`src/rtl/hb_gate_pkg.sv`:
```
package hb_gate_pkg;
  typedef enum logic [1:0] {
    OWN_NONE = 2'd0,
    OWN_LO   = 2'd1,
    OWN_HI   = 2'd2
  } owner_e;
endpackage

```
`src/rtl/hb_interlock.sv`:
```
// Shoot-through interlock: the command that is active alone takes control
// and keeps it while it stays active; simultaneous assertion leaves no owner.
module hb_interlock
  import hb_gate_pkg::*;
(
  input  logic clk,
  input  logic rst,
  input  logic cmd_lo,
  input  logic cmd_hi,
  output logic own_lo,
  output logic own_hi
);
  owner_e owner_q;
  owner_e owner_n;

  always_comb begin
    if (cmd_lo && cmd_hi)
      owner_n = owner_q;          // contention: whoever held control keeps it
    else if (cmd_lo)
      owner_n = OWN_LO;
    else if (cmd_hi)
      owner_n = OWN_HI;
    else
      owner_n = OWN_NONE;
  end

  always_ff @(posedge clk) begin
    if (rst)
      owner_q <= OWN_NONE;
    else
      owner_q <= owner_n;
  end

  // ownership seen by the gate stages is the value being registered this edge
  assign own_lo = (owner_n == OWN_LO);
  assign own_hi = (owner_n == OWN_HI);
endmodule

```
`src/rtl/hb_side_qual.sv`:
```
// One switch's qualification stage. EDGE_QUAL selects between a level-follow
// side with an overcurrent latch and an edge-armed side.
module hb_side_qual #(
  parameter bit EDGE_QUAL   = 1'b0,
  parameter bit CMD_RST_VAL = 1'b1   // command history value after reset
) (
  input  logic clk,
  input  logic rst,
  input  logic cmd,
  input  logic gblk,
  input  logic oc,
  input  logic own,
  output logic gate_q
);
  logic gate_n;

  generate
    if (EDGE_QUAL) begin : g_edge
      logic cmd_q;
      logic arm_q;
      logic arm_n;
      logic rise;

      assign rise  = cmd & ~cmd_q;
      // arming needs a clean rising edge; a block or overcurrent disarms
      assign arm_n = cmd & ~gblk & ~oc & (arm_q | rise);

      always_ff @(posedge clk) begin
        if (rst) begin
          cmd_q <= CMD_RST_VAL;
          arm_q <= 1'b0;
        end else begin
          cmd_q <= cmd;
          arm_q <= arm_n;
        end
      end

      assign gate_n = arm_n & own;
    end else begin : g_level
      logic lat_q;
      logic lat_n;

      // overcurrent latch released only by the command going inactive
      assign lat_n = cmd & (lat_q | oc);

      always_ff @(posedge clk) begin
        if (rst)
          lat_q <= 1'b0;
        else
          lat_q <= lat_n;
      end

      assign gate_n = cmd & own & ~gblk & ~lat_n;
    end
  endgenerate

  always_ff @(posedge clk) begin
    if (rst)
      gate_q <= 1'b0;
    else
      gate_q <= gate_n;
  end
endmodule

```
`src/rtl/hb_gate_arbiter.sv`:
```
module hb_gate_arbiter #(
  parameter bit LO_EDGE_QUAL = 1'b0,
  parameter bit HI_EDGE_QUAL = 1'b1,
  parameter bit CMD_RST_VAL  = 1'b1
) (
  input  logic clk,
  input  logic rst,
  input  logic en_i,
  input  logic cmd_lo_i,
  input  logic cmd_hi_i,
  input  logic flt_uv_i,
  input  logic flt_ot_i,
  input  logic flt_oc_lo_i,
  input  logic flt_oc_hi_i,
  output logic gate_lo_o,
  output logic gate_hi_o
);
  logic gblk;
  logic own_lo;
  logic own_hi;

  // conditions that hold both switches off
  assign gblk = ~en_i | flt_uv_i | flt_ot_i;

  hb_interlock u_ilk (
    .clk    (clk),
    .rst    (rst),
    .cmd_lo (cmd_lo_i),
    .cmd_hi (cmd_hi_i),
    .own_lo (own_lo),
    .own_hi (own_hi)
  );

  hb_side_qual #(
    .EDGE_QUAL   (LO_EDGE_QUAL),
    .CMD_RST_VAL (CMD_RST_VAL)
  ) u_lo (
    .clk    (clk),
    .rst    (rst),
    .cmd    (cmd_lo_i),
    .gblk   (gblk),
    .oc     (flt_oc_lo_i),
    .own    (own_lo),
    .gate_q (gate_lo_o)
  );

  hb_side_qual #(
    .EDGE_QUAL   (HI_EDGE_QUAL),
    .CMD_RST_VAL (CMD_RST_VAL)
  ) u_hi (
    .clk    (clk),
    .rst    (rst),
    .cmd    (cmd_hi_i),
    .gblk   (gblk),
    .oc     (flt_oc_hi_i),
    .own    (own_hi),
    .gate_q (gate_hi_o)
  );
endmodule

```
`config.mk`:
```
export PLATFORM = sky130hd
export DESIGN_NAME = hb_gate_arbiter
export DESIGN_NICKNAME = d
export VERILOG_FILES = /design/src/rtl/hb_gate_pkg.sv /design/src/rtl/hb_interlock.sv /design/src/rtl/hb_side_qual.sv /design/src/rtl/hb_gate_arbiter.sv
export SDC_FILE = /design/constraint.sdc
export NUM_CORES = 1
export LEC_CHECK = 0
export ABC_AREA = 1
export BUFFER_PORTS_ARGS = -buffer_cell sky130_fd_sc_hd__buf_2
export CAP_MARGIN = 0
export CELL_PAD_IN_SITES_DETAIL_PLACEMENT = 1
export CELL_PAD_IN_SITES_GLOBAL_PLACEMENT = 1
export CORE_AREA = 2 2 39 41
export DETAILED_ROUTE_END_ITERATION = 6
export DIE_AREA = 0 0 41 43
export PLACE_DENSITY_LB_ADDON = 0.1
export SLEW_MARGIN = 30
export SYNTH_ARGS = -nofsm -noshare
export SYNTH_HDL_FRONTEND = slang
export SYNTH_HIERARCHICAL = 1
export SYNTH_SLANG_ARGS = --single-unit
```
`constraint.sdc`:
```
create_clock -name clk -period 1.07 [get_ports clk]
set_clock_uncertainty 0.2 [all_clocks]
set_input_delay 0 -clock clk [delete_from_list [all_inputs] [get_ports clk]]
set_output_delay 0 -clock clk [all_outputs]
set_load 0.01 [all_outputs]
```
==> results of run 1 <==
==> stage by stage <==
step	cells	setup WS, ns	hold WS [ns]
finish	79	0.0807	-0.194
floorplan	46	0.127	-0.128
global route	79	0.00566	-0.184
detailed placement	72	0.0738	0.0427
global placement	72	0.0846	0.0451
CTS	80	0.0521	-0.154
==> area by class of cell <==
| type | count | area (um^2) |
|---|---|---|
| timing repair buffer | 13 | 82.6 |
| fill | 194 | 938 |
| tap | 16 | 20.0 |
| sequential | 7 | 141 |
| inverter | 12 | 45.0 |
| clock buffer | 4 | 26.3 |
| multi-input combinational | 27 | 130 |
==> registers in the layout (all words and copies together), names as in the netlist <==
register            count
u_lo/gate_q             1
u_ilk/owner_q           2
u_hi/g_edge.cmd_q       1
u_lo/g_level.lat_q      1
u_hi/g_edge.arm_q       1
u_hi/gate_q             1
==> worst max-delay path by stage <==
stage	endpoint	slack, ns	cells after the start
2_1_floorplan	u_lo/gate_q$_SDFF_PP0_	0.13	6
3_3_place_gp	u_lo/gate_q$_SDFF_PP0_	0.08	6
3_5_place_dp	u_lo/gate_q$_SDFF_PP0_	0.07	6
4_1_cts	u_hi/gate_q$_SDFF_PP0_	0.05	6
5_1_grt	u_hi/gate_q$_SDFF_PP0_	0.006	6
6_report	u_hi/gate_q$_SDFF_PP0_	0.08	5
==> cell usage after synthesis <==
master / instances
or2_1: 1
nand2_1: 11
nand3_2: 1
inv_2: 1
inv_1: 11
nor2_2: 5
nand3_1: 4
dfxtp_1: 7
nor2_1: 5
==> cell families after synthesis <==
family                 synth area share [%]
flip-flops                             44.8
AND/OR/NAND/NOR                        40.8
buffers and inverters                  14.4
==> per-layer routing <==
layer,GRT usage (%),part of all wire (%),vias to the layer above
met3,3.14,7.4,2
met5,0,0,-
met4,6.00,1.3,0
li1,-,-,165
met2,13.1,40,10
met1,12.3,51,123
==> power groups by stage <==
stage | Combinational, W | Sequential [W] | Clock [W]
2_1_floorplan | 0.0000334 | 0.000277 | 0
3_3_place_gp | 0.0000624 | 0.000277 | 0
3_5_place_dp | 0.0000625 | 0.000277 | 0
4_1_cts | 0.0000745 | 0.000272 | 0.000247
5_1_grt | 0.0000837 | 0.000273 | 0.000262
6_report | 0.0000724 | 0.000272 | 0.000233
==> timing repair <==
action / CTS / global route
hold endpoints to repair: 7 / 7
setup endpoints to repair: 0 / 3
resized for setup: 0 / 4
==> reports/results.ini, run 1 <==
[run_status]
status = finished, violations left
violations = negative hold slack

[worst_setup_path]
r2r_cells = 6
crit_required_ns = 1.06
reg2reg_slack_ns = 0.10
cp-start-kind = input pin
critPathCaptureType = flip-flop
r2r_start = u_ilk/owner_q[1]$_SDFF_PP0_
cp_slowest_cell = dlygate4sd3_1
arrival_ns = 0.97
crit_family = buffers and inverters
startpoint = rst
crit_type = in2reg
cp_max_fo = 5
rr_endpoint = u_hi/gate_q$_SDFF_PP0_
cpPeakStageDelay_ns = 0.53
crit_chain = dlygate4sd3_1 > buf_2 > nor2_1 > nand3_2 > nor2_2
cp_num_buf_inv = 2

[cells_and_area]
nets = 73
stdcell_area_um2 = 445
final_util_pct = 32.2
layout_common_cells = inv_1, nand2_1, buf_2
layout_commonest_cell = inv_1
area_growth_pct = 42.4
drive_above_1_share_pct = 34.9
antenna_cells = 0

[hold_path]
min-delay-start = cmd_hi_i
hold_class = in2reg
min_to = u_hi/g_edge.cmd_q$_SDFF_PP1_
whs_path_depth = 2

[floorplanning]
initial_core_util_pct = 22.6
pin_count = 11
num_rows = 14
dieArea_um2 = 1760
design.core.area_um2 = 1380
die_w_um = 41
die_h_um = 43

[global_routing]
grt_pass1_vias = 287
overflow = 0
grtUsageTotal_pct = 9.57
grt_max_degree = 9
grt_pass1_wl_mm = 1.10
antenna_found_initial = 0

[drt]
drc_errors = 0
drt_pre_antenna_iters = 2
num_vias = 300
routed_wl_um = 638
wl_per_cell_um = 8.08
ant_nets = 0
drt-initial-drc-count = 3
routed_via_density = 3.80

[clocking]
htree_levels = 1
cts_made_buffers = 3
cts_buffer_depth = 2
cts_tree = built
cts.clk_slew.worst_paths_ns = 0.05
clkLatencyLatePin_ns = 0.24
cts.sinks = 7
hold_buffers = 4
root_buffer = clkbuf_4
postCtsSetupBuffers = 0

[synth]
ys_seq_area_share_pct = 44.8
synth.distinct_cells = 9
syn_inst = 46
avgSynthCellArea_um2 = 6.80
synth_top_area_cell = dfxtp_1
yosys_warnings = 6
synth-seq-cells = 7
synth_area_leaders = dfxtp_1, inv_1, nand2_1
synth_fp_nets = 55
syn_area_um2 = 313
yosysTopAreaCellShare_pct = 44.8

[place]
placed_cell_area_um2 = 383
place_congestion = 0.602
dpl.hpwl_um = 493
io_buffers = 10

[sta]
fin_crit_ns = 0.989
fin_crit_sh_pct = 92.5
max_freq_ghz = 1.01
drv_slew = 0
slew-limit-headroom_pct = 89.6
setup_violations = 0
fin_setup_tns_ns = 0
grt_setup_unrepaired = no
hold_viol = 7
tightest_slew_ns = 0.156
holdWs_ns = -0.194

[pwr]
p_leak_nw = 0.244
switchingPower_w = 0.000132
p_per_area_nw_per_um2 = 1300
total_power_w = 0.000577
p_clk_share_pct = 40.3
pwr-share-comb_pct = 12.6
ir_drop_mv = 0.493
p_seq_share_pct = 47.1
internal-power_w = 0.000445
netSwitchingFraction_pct = 22.8

[flow_run]
maxCapViolations = 0

(Power assumes the default switching activity.)
==> inputs of run 2 (changes only) <==
- PLACE_DENSITY: default -> 0.68
- PLACE_DENSITY_LB_ADDON: 0.1 -> default
- SLEW_MARGIN: 30 -> default
==> run 2 against run 1 <==
Effect of this change: highest routed layer unchanged; worst setup slack got worse by 0.027 ns; non-clock buffer count unchanged; the flow still finishes with violations (negative hold slack); final area decreased by 0.28%; first-iteration DRC count fell by 100%; sequential power about the same; register-to-register slack about the same; hold slack gained 0.047 ns; clock power grew 3%; cell count did not move; count of clock-buffer cells in the layout unchanged.
==> reports/results.ini, run 2 (same netlist as run 1, synthesis figures left out) <==
[floorplanning]
initial_core_util_pct = 22.6  ; unchanged
design.core.area_um2 = 1380  ; unchanged
die_w_um = 41  ; unchanged
num_rows = 14  ; unchanged
die_h_um = 43  ; unchanged
pin_count = 11  ; unchanged
dieArea_um2 = 1760  ; unchanged

[cells_and_area]
nets = 73  ; unchanged
final_util_pct = 32.1  ; -0.090 points
stdcell_area_um2 = 444  ; -0.28%
fin_cells = 79  ; unchanged
top_register = u_ilk/owner_q
largest_reg_flops = 2  ; unchanged
fillers = 192  ; -1.0%
drive_above_1_share_pct = 36.5  ; +1.6 points
layout_commonest_cell = inv_1
layout_common_cells = inv_1, buf_2, nand2_1
area_growth_pct = 42.0
antenna_cells = 0  ; unchanged

[worst_setup_path]
cp-start-kind = input pin
rr_endpoint = u_hi/gate_q$_SDFF_PP0_
r2r_start = u_ilk/owner_q[1]$_SDFF_PP0_
reg2reg_slack_ns = 0.09  ; about the same
crit_required_ns = 1.06  ; about the same
cp_max_fo = 5  ; unchanged
r2r_cells = 6  ; unchanged
critPathCaptureType = flip-flop
arrival_ns = 1.01  ; +0.04 ns
crit_type = in2reg

[clocking]
cts.sinks = 7  ; unchanged
cts.clk_slew.worst_paths_ns = 0.05  ; about the same
postCtsSetupBuffers = 0  ; unchanged
hold_buffers = 3  ; -1
root_buffer = clkbuf_4
cts_tree = built
clkLatencyLatePin_ns = 0.25  ; about the same
cts_buffer_depth = 2  ; unchanged
htree_levels = 1  ; unchanged
cts_made_buffers = 3  ; unchanged

[global_routing]
grt_pass1_vias = 258  ; -10%
overflow = 0  ; unchanged
grtUsageTotal_pct = 9.84  ; +0.27 points
grt_pass1_wl_mm = 1.04  ; -6.3%
grt_max_degree = 9  ; unchanged
antenna_found_initial = 0  ; unchanged

[sta]
drv_slew = 0  ; unchanged
tightest_slew_ns = 0.176  ; +0.0196 ns
hold_viol = 7  ; unchanged
holdWs_ns = -0.146  ; +0.0471 ns
fin_setup_tns_ns = 0  ; unchanged
fin_crit_sh_pct = 95.0  ; +2.6 points
slew-limit-headroom_pct = 88.3  ; -1.3 points
max_freq_ghz = 0.984  ; -2.7%
setup_violations = 0  ; unchanged
grt_setup_unrepaired = no
fin_crit_ns = 1.02  ; +0.0274 ns

[hold_path]
hold_class = in2reg
min-delay-start = cmd_hi_i
whs_path_depth = 2  ; unchanged
min_to = u_hi/g_edge.cmd_q$_SDFF_PP1_

[drt]
drt-initial-drc-count = 0  ; -3
drt_pre_antenna_iters = 1  ; -1
wl_per_cell_um = 9.20  ; +14%
num_vias = 307  ; +2.3%
drc_errors = 0  ; unchanged
routed_wl_um = 727  ; +14%
ant_nets = 0  ; unchanged
routed_via_density = 3.89  ; +2.3%

[pwr]
p_leak_nw = 0.243  ; -0.20%
ir_drop_mv = 0.465  ; -5.7%
p_per_area_nw_per_um2 = 1320  ; +1.8%

[place]
dp_cells = 72  ; unchanged
placed_cell_area_um2 = 383  ; unchanged
dpl.hpwl_um = 545  ; +11%
place_congestion = 0.665  ; +10%
io_buffers = 10  ; unchanged

[run_status]
status = finished, violations left
violations = negative hold slack

[flow_run]
maxCapViolations = 0  ; unchanged

[run 2: stage by stage]
stage / power, W / setup slack, ns
detailed placement: 0.000341 / 0.0473
global placement: 0.000337 / 0.0905
global route: 0.000629 / 0.000759
floorplan: 0.000310 / 0.127
finish: 0.000586 / 0.0534
CTS: 0.000601 / 0.0260
[run 2: layout make-up]
cell class                 count  area, um^2  share of cell area, %
timing repair buffer          13        80.1                   18.0
multi-input combinational     27         130                   29.3
tap                           16        20.0                   4.51
clock buffer                   4        26.3                   5.92
inverter                      12        45.0                   10.1
sequential                     7         143                   32.1
[run 2: critical path: stages]
cell and delay [ns]:
dlygate4sd3_1 0.54, buf_2 0.16, nor2_1 0.12, nand3_2 0.10, nor2_2 0.08
[run 2: how the worst max path moves through the flow]
stage / endpoint / startpoint / slack, ns / cells past startpoint
finish: u_hi/gate_q$_SDFF_PP0_ / rst / 0.05 / 5
global route: u_hi/gate_q$_SDFF_PP0_ / rst / 0.0008 / 5
global placement: u_lo/gate_q$_SDFF_PP0_ / u_ilk/owner_q[0]$_SDFF_PP0_ / 0.09 / 6
CTS: u_lo/gate_q$_SDFF_PP0_ / u_ilk/owner_q[0]$_SDFF_PP0_ / 0.03 / 6
detailed placement: u_lo/gate_q$_SDFF_PP0_ / u_ilk/owner_q[0]$_SDFF_PP0_ / 0.05 / 6
floorplan: u_lo/gate_q$_SDFF_PP0_ / u_ilk/owner_q[0]$_SDFF_PP0_ / 0.13 / 6
[run 2: routing by layer]
| metal | GRT usage [%] | wire length (um) | up-vias |
|---|---|---|---|
| met5 | 0 | 0 | - |
| met4 | 10.0 | 14 | 0 |
| met3 | 4.71 | 50 | 2 |
| met2 | 13.1 | 318 | 9 |
| met1 | 10.3 | 343 | 130 |
| li1 | - | - | 166 |
[run 2: where the power goes]
part	internal, W	switching [W]	total, W
logic	0.0000333	0.0000390	0.0000723
registers	0.000269	0.00000332	0.000273
clock network	0.000142	0.0000985	0.000241
total	0.000445	0.000141	0.000586
[run 2: timing repair]
item                       CTS  global route
resized for setup            0             3
setup endpoints to repair    0             2
hold endpoints to repair     7             7
==> inputs of run 3 (changes only) <==
- PLACE_DENSITY: 0.68 -> 0.63
- SETUP_SLACK_MARGIN: default -> 0.15
- SYNTH_HIERARCHICAL: 1 -> default
==> run 3 against run 2 <==
Effect of this change: the flow still finishes with violations (negative hold slack); hold slack got worse by 0.078 ns; sequential cell count unchanged; sequential power barely moved; register-to-register slack better by 0.08 ns; combinational power down 25%; synthesized cell count is 17% lower; synthesized area decreased by 14%; largest cell class unchanged; wire length shrank 8.9%.
==> reports/results.ini, run 3 <==
[sta]
holdWs_ns = -0.224  ; -0.0779 ns
setup_violations = 0  ; unchanged
drv_slew = 0  ; unchanged
grt_setup_unrepaired = yes
fin_setup_tns_ns = 0  ; unchanged
slew-limit-headroom_pct = 88.1  ; -0.17 points
fin_crit_sh_pct = 84.0  ; -11 points
max_freq_ghz = 1.11  ; +13%
fin_crit_ns = 0.899  ; -0.118 ns
hold_viol = 7  ; unchanged
tightest_slew_ns = 0.178  ; +0.00190 ns

[hold_path]
hold_class = in2reg

[global_routing]
antenna_found_initial = 0  ; unchanged
grt_pass1_wl_mm = 1.03  ; -0.68%
grt_max_degree = 7  ; -2
grtUsageTotal_pct = 8.85  ; -0.99 points
grt_pass1_vias = 260  ; +0.78%
overflow = 0  ; unchanged

[drt]
routed_via_density = 3.99  ; +2.6%
drc_errors = 0  ; unchanged
drt_pre_antenna_iters = 4  ; +3
wl_per_cell_um = 9.74  ; +5.8%
num_vias = 271  ; -12%
ant_nets = 0  ; unchanged
routed_wl_um = 662  ; -8.9%
drt-initial-drc-count = 3  ; +3

[worst_setup_path]
crit_family = flip-flops
critPathCaptureType = flip-flop
cp-start-kind = flip-flop
cpPeakStageDelay_ns = 0.32  ; -0.22 ns
cp_slowest_cell = dfxtp_2
cp_max_fo = 2  ; -3
reg2reg_slack_ns = 0.17  ; +0.08 ns
cp_common_cell = nand2_2
cp_num_buf_inv = 1  ; -1
crit_required_ns = 1.06  ; about the same
arrival_ns = 0.89  ; -0.12 ns
crit_type = reg2reg
crit_chain = inv_2 > nand2_2 > nand2_2 > nand3_2 > nor2_1

[clocking]
postCtsSetupBuffers = 0  ; unchanged
cts.clk_slew.worst_paths_ns = 0.05  ; about the same
cts_buffer_depth = 2  ; unchanged
cts_tree = built
clkLatencyLatePin_ns = 0.25  ; about the same
cts.sinks = 7  ; unchanged
htree_levels = 1  ; unchanged
cts_made_buffers = 3  ; unchanged
root_buffer = clkbuf_4

[floorplanning]
design.core.area_um2 = 1380  ; unchanged
initial_core_util_pct = 19.5  ; -3.1 points
die_w_um = 41  ; unchanged
pin_count = 11  ; unchanged
num_rows = 14  ; unchanged
dieArea_um2 = 1760  ; unchanged
die_h_um = 43  ; unchanged

[synth]
synth_edf_count = 0  ; unchanged
yosysTopAreaCellShare_pct = 51.9  ; +7.1 points
synth_fp_nets = 47  ; -15%
syn_inst = 38  ; -17%
synth-seq-cells = 7  ; unchanged
ys_seq_area_share_pct = 51.9  ; +7.1 points
synth_ff_type = dfxtp_1
synth_top_area_cell = dfxtp_1
syn_area_um2 = 270  ; -14%
synthTopCellsByCount = nand2_1, inv_1, dfxtp_1, nor2_1, nand3_1
synth.distinct_cells = 8  ; -1
yosysMostFrequentCell = nand2_1
synth_area_leaders = dfxtp_1, nand2_1, inv_1
yosys_warnings = 0  ; -6
avgSynthCellArea_um2 = 7.11  ; +4.6%
ys_async_sr_fraction_pct = 0  ; unchanged

[cells_and_area]
nets = 62  ; -15%
fillers = 174  ; -9.4%
layout_commonest_cell = buf_2
drive_above_1_share_pct = 38.5  ; +2.0 points
area_growth_pct = 39.8
antenna_cells = 0  ; unchanged
largest_reg_flops = 2  ; unchanged
layout_common_cells = buf_2, inv_1, nand2_1
top_register = u_ilk.owner_q
fin_cells = 68  ; -14%

[place]
io_buffers = 10  ; unchanged
dpl.hpwl_um = 466  ; -15%
place_congestion = 0.645  ; -3.0%
dp_cells = 64  ; -11%

[pwr]
p_per_area_nw_per_um2 = 1500  ; +14%
ir_drop_mv = 0.620  ; +33%
p_leak_nw = 0.199  ; -18%

[run_status]
violations = negative hold slack
status = finished, violations left

[flow_run]
maxCapViolations = 0  ; unchanged

run 3: changes by cell type after synthesis, sizes merged:
cell   before  now
nand2      11    9
nor2       10    8
nand3       5    4
inv        12    8
nor3        0    1
run 3: cell type report:
cell class / count / area (um^2) / area share, %
clock buffers: 4 / 26.3 / 6.95
inverters: 8 / 30.0 / 7.95
multi-input cells: 23 / 110 / 29.1
flip-flops and latches: 7 / 141 / 37.4
well taps: 16 / 20.0 / 5.30
repair buffers: 10 / 50.0 / 13.2
run 3: power breakdown:
group	switching, W	internal [W]
clock network	0.0000986	0.000142
logic	0.0000314	0.0000228
registers	0.00000258	0.000269
run 3: final timing paths:
| kind | startpoint | to | cells past startpoint |
|---|---|---|---|
| max reg2reg | u_ilk.owner_q[1]$_SDFF_PP0_ | u_lo.gate_q$_SDFF_PP0_ | 5 |
| min | rst | u_ilk.owner_q[1]$_SDFF_PP0_ | 2 |
| max | u_ilk.owner_q[1]$_SDFF_PP0_ | u_lo.gate_q$_SDFF_PP0_ | 5 |
| min reg2reg | u_lo.g_level.lat_q$_SDFF_PP0_ | u_lo.gate_q$_SDFF_PP0_ | 3 |
run 3: logic make-up after synthesis:
group | after synthesis | share of synthesized area [%]
and+or+nand+nor | 23 | 37.0
buffers and inverters | 8 | 11.1
DFF | 7 | 51.9
run 3: repair_timing:
action	4_1_cts	5_1_grt
hold endpoints to repair	7	7
endpoints found under the setup margin	0	4
resized for setup	0	5
run 3: per-stage QoR:
stage          setup slack, ns  area [um^2]  util [%]  power, W
3_5_place_dp             0.171          340      24.6  0.000327
3_3_place_gp             0.190          340      24.6  0.000325
2_1_floorplan            0.224          270         -  0.000300
5_1_grt                 0.0815          378      27.3  0.000600
4_1_cts                  0.161          367      26.5  0.000580
6_report                 0.171          378      27.3  0.000567
run 3: per-layer routing:
metal | vias to the layer above | global-route usage, % | routed length, um
met3 | 0 | 6.28 | 76
met1 | 120 | 9.06 | 258
met2 | 12 | 14.1 | 327
met4 | 0 | 2.00 | 0
met5 | - | 0 | 0
li1 | 139 | - | -
